File: src/rtl/fram_span_counter.sv
module fram_span_counter #(
   parameter int LIMIT = 2
) (
   input  logic clk,
   input  logic rst,
   input  logic restart,
   input  logic seed,
   output logic short_o
);

   generate
      if (LIMIT < 0) begin : g_bad_limit
         $error("fram_span_counter: LIMIT must not be negative");
      end
      if (LIMIT == 0) begin : g_off
         logic unused_inputs;
         assign unused_inputs = ^{clk, rst, restart, seed};
         assign short_o = 1'b0;
      end else begin : g_on
         localparam int CW = $clog2(LIMIT + 1);
         localparam logic [CW-1:0] CAP = CW'(LIMIT);
         localparam logic [CW-1:0] ONE = CW'(1);
         logic [CW-1:0] cnt;

         always_ff @(posedge clk) begin
            if (rst)              cnt <= '0;
            else if (restart)     cnt <= seed ? ONE : '0;
            else if (cnt != CAP)  cnt <= cnt + ONE;
         end

         assign short_o = (cnt < CAP);
      end
   endgenerate

endmodule

File: src/rtl/fram_access_guard.sv
module fram_access_guard #(
   parameter int PRE_MIN = 2,
   parameter int CYC_MIN = 15,
   parameter int ACT_MIN = 12
) (
   input  logic clk,
   input  logic rst,
   input  logic eng,
   input  logic start,
   input  logic finish,
   output logic reject,
   output logic err_pre,
   output logic err_cyc,
   output logic err_act
);

   logic pre_short, cyc_short, act_short;
   logic seen_q;
   logic pre_bad, cyc_bad;

   // quiet samples since the last access ended
   fram_span_counter #(.LIMIT(PRE_MIN)) i_pre_span (
      .clk(clk), .rst(rst), .restart(eng), .seed(1'b0), .short_o(pre_short));

   // samples since the last access start
   fram_span_counter #(.LIMIT(CYC_MIN)) i_cyc_span (
      .clk(clk), .rst(rst), .restart(start), .seed(1'b1), .short_o(cyc_short));

   // samples the current access has been active
   fram_span_counter #(.LIMIT(ACT_MIN)) i_act_span (
      .clk(clk), .rst(rst), .restart(!eng), .seed(1'b0), .short_o(act_short));

   assign pre_bad = start && seen_q && pre_short;
   assign cyc_bad = start && seen_q && cyc_short;
   assign reject  = pre_bad || cyc_bad;

   always_ff @(posedge clk) begin
      if (rst) begin
         seen_q  <= 1'b0;
         err_pre <= 1'b0;
         err_cyc <= 1'b0;
         err_act <= 1'b0;
      end else begin
         if (start) seen_q <= 1'b1;
         if (pre_bad) err_pre <= 1'b1;
         if (cyc_bad) err_cyc <= 1'b1;
         if (finish && act_short) err_act <= 1'b1;
      end
   end

   AST_PRE_FLAG_NEEDS_START: assert property (@(posedge clk) disable iff (rst)
      (!$past(rst) && $rose(err_pre)) |-> $past(start));
   AST_CYC_FLAG_NEEDS_START: assert property (@(posedge clk) disable iff (rst)
      (!$past(rst) && $rose(err_cyc)) |-> $past(start));
   AST_ACT_FLAG_NEEDS_END: assert property (@(posedge clk) disable iff (rst)
      (!$past(rst) && $rose(err_act)) |-> $past(finish));
   AST_FLAGS_STICKY: assert property (@(posedge clk) disable iff (rst)
      (!$past(rst) && ($past(err_pre) || $past(err_cyc) || $past(err_act)))
      |-> ((err_pre || !$past(err_pre)) && (err_cyc || !$past(err_cyc))
           && (err_act || !$past(err_act))));

endmodule

File: config.mk
export PLATFORM = sky130hd
export DESIGN_NAME = fram_access_guard
export DESIGN_NICKNAME = d
export VERILOG_FILES = /design/src/rtl/fram_span_counter.sv /design/src/rtl/fram_access_guard.sv
export SDC_FILE = /design/constraint.sdc
export NUM_CORES = 1
export LEC_CHECK = 0
export BUFFER_PORTS_ARGS = -buffer_cell sky130_fd_sc_hd__buf_2
export CAP_MARGIN = 10
export CORE_AREA = 2 2 39 41
export DETAILED_ROUTE_END_ITERATION = 10
export DIE_AREA = 0 0 41 43
export GPL_TIMING_DRIVEN = 0
export PLACE_DENSITY = 0.67
export RECOVER_POWER = 50
export SLEW_MARGIN = 10
export SYNTH_ARGS = -nofsm -noshare
export SYNTH_HDL_FRONTEND = slang
export SYNTH_SLANG_ARGS = --single-unit
File: constraint.sdc
create_clock -name clk -period 1.45 [get_ports clk]
set_clock_uncertainty 0.15 [all_clocks]
set_input_delay 0 -clock clk [delete_from_list [all_inputs] [get_ports clk]]
set_output_delay 0 -clock clk [all_outputs]
set_load 0.02 [all_outputs]
==> qor.csv <==
metric;value;unit
H-tree depth;1;
DRC;0;
Num CTS Buffers;3;
Std-Cell Rows;14;
diodes inserted;0;
count of cell types in the netlist;19;
antenna-violating nets left;0;
Critical Path AT;1.21;ns
initial core utilization;0.426;
worst reg-to-reg setup slack;0.13;ns
post-CTS setup buffer count;0;
RSZ-0062 raised after global routing;false;
Syn Area/Cell;9.07;sq um
Final setup violation count;0;
core area;1380;sq um
I/O pin cnt;9;
startpoint types;flop;
Tcrit/Tclk final;0.935;
register area share after synthesis;0.476;
setup TNS;0;ns
FF+latch count, synth;14;
synth-to-layout area growth;23.4;%
Slew HR;0.692;
crit-path cells;ha_2 -> a41oi_1 -> buf_4;
most frequent cells in the layout;13 x dfxtp_1, 11 x nor2_1, 5 x inv_1, 5 x nor3_1;
synthesized cell area;589;sq um
R2R cell count;5;
Max Transition Viols Final;0;
clk sinks;14;
worst vdd ir;0.648;mV
CP Data Required Time;1.30;ns
HPWL Detailed;716;um
DRT iter0 DRCs;4;
min Tclk post-route;1.36;ns
Worst R2R Start;i_act_span.g_on.cnt[1];
CP max FO;5;
Tot GR Track Use;0.142;
Reg area;282;sq um
FMAX;738;MHz
Die W;41;um
grt total ovfl;0;
routability congestion estimate;0.694;
global-route wire length before repair;1690;um
die area;1760;sq um
initial antenna violation count;0;
leakage power;0.302;nW
cells after synthesis;65;
post-synth net total;74;
nature of the critical path endpoint;output pin;
measured slew at the worst slew-check pin;0.462;ns
CTS tree;yes;
vias;473;
NumNets Final;91;
IO Port Bufs;8;
hold endpoint;i_pre_span.g_on.cnt[0];
footprint of the multi-input gates;288;sq um
CP Class;flop to output pin;
final-layout fill cell count;136;
Die H;43;um
Pre-antenna DRT Iters;3;
wire per inst;10.0;um
slowest CP cell;dfxtp_1;
Non-Filler Instances;97;
r2r endpoint;i_act_span.g_on.cnt[1];
clk slew on worst S/H paths;0.09;ns
number of global-route vias before repair;456;
Bufs on Longest Clock Path;2;
final hold violations;0;
Pwr Density;1060;nW/um^2
worst min path class;primary input to flop;
share of cells above drive strength 1;0.148;
pin count of the biggest net entering global routing;11;
total of max-cap violations;0;
Synth warnings;0;
delay of the slowest cell on the worst path;0.35;ns
DR vias/cell;4.88;
status;finished, final reports clean;
Worst Setup SP;i_cyc_span.g_on.cnt[0];
dpl cells;89;
hold depth;3;
final hold slack;0.298;ns
hold path startpoint;eng;
routed wire length;972;um
most common cell after layout, fill and taps aside;dfxtp_1;
Clock Latency Late Sink;0.28;ns
clk root buf;clkbuf_4;
## cells by family after synthesis
kind of cell    Yosys count  synth area share
compound gates           12             0.144
xor+xnor                  3            0.0446
fa+ha+maj                 4            0.0849
buf+inv                   6            0.0403
flops                    14             0.476
mux                       2            0.0340
simple gates             24             0.176
## metal layers
layer,routed length (um),global-route usage
met1,470,0.163
met2,466,0.219
met3,22,0.0314
met4,12,0.100
met5,0,0
## how the worst max path moves through the flow
stage / end / slack, ns / cells past startpoint
final: reject / 0.09 / 3
after global routing: reject / 0.01 / 3
after CTS: reject / 0.02 / 3
after detailed placement: i_act_span.g_on.cnt[1] / 0.10 / 5
after global placement: i_act_span.g_on.cnt[1] / 0.12 / 5
after floorplan: i_act_span.g_on.cnt[1] / 0.20 / 5
## report_power, final
part           internal (mW)  total [mW]  leakage, nW  switching, mW
registers              0.402       0.416        0.115         0.0137
clock network          0.153       0.278       0.0210          0.125
logic                 0.0381      0.0799        0.166         0.0419
## sequential cells by signal, summed over array words and instances (netlist names)
name                 flops
i_act_span.g_on.cnt      4
i_cyc_span.g_on.cnt      4
i_pre_span.g_on.cnt      2
err_act                  1
err_cyc                  1
err_pre                  1
seen_q                   1
## layout make-up
| type | instances | share of cell area |
|---|---|---|
| Buffer | 1 | 0.00516 |
| Tap cell | 16 | 0.0275 |
| Multi-Input combinational cell | 45 | 0.396 |
| Sequential cell | 14 | 0.387 |
| Timing Repair Buffer | 12 | 0.108 |
| Clock buffer | 4 | 0.0499 |
| Inverter | 5 | 0.0258 |
## timing repair
item / 4_1_cts / 5_1_grt
hold endpoints to repair: 14 / 0
hold buffers: 4 / 0
resized for setup: 0 / 3
setup endpoints to repair: 0 / 2
## worst max-delay path: cells and delay by family, from the launching register on
family	cells	cell delay, ns
AOI/OAI and AO/OA	1	0.20
adders and majority gates	1	0.21
buffers and inverters	1	0.17
DFF	1	0.35
## Yosys cell counts (all sizes together)
cell | number | area, sq um
nand2 | 3 | 11.3
nand3 | 4 | 20.0
inv | 5 | 18.8
xor2 | 1 | 8.76
o21ai | 1 | 5.00
a21oi | 4 | 20.0
mux2i | 2 | 20.0
buf | 1 | 5.00
nor2 | 11 | 41.3
ha | 4 | 50.1
o21ba | 1 | 10.0
nand2b | 1 | 6.26
a41oi | 1 | 8.76
nor3 | 5 | 25.0
a211oi | 1 | 7.51
a2111oi | 1 | 15.0
dfxtp | 14 | 280
a31oi | 3 | 18.8
xnor2 | 2 | 17.5
## per-stage QoR
| step | total power [mW] | setup WS (ns) | utilization | area, sq um |
|---|---|---|---|---|
| after floorplan | 0.472 | 0.196 | - | 589 |
| after global placement | 0.495 | 0.120 | 0.469 | 649 |
| after detailed placement | 0.497 | 0.102 | 0.469 | 649 |
| after CTS | 0.785 | 0.0213 | 0.524 | 726 |
| after global routing | 0.812 | 0.0137 | 0.525 | 727 |
| final | 0.773 | 0.0943 | 0.525 | 727 |
(Power assumes the default switching activity.)
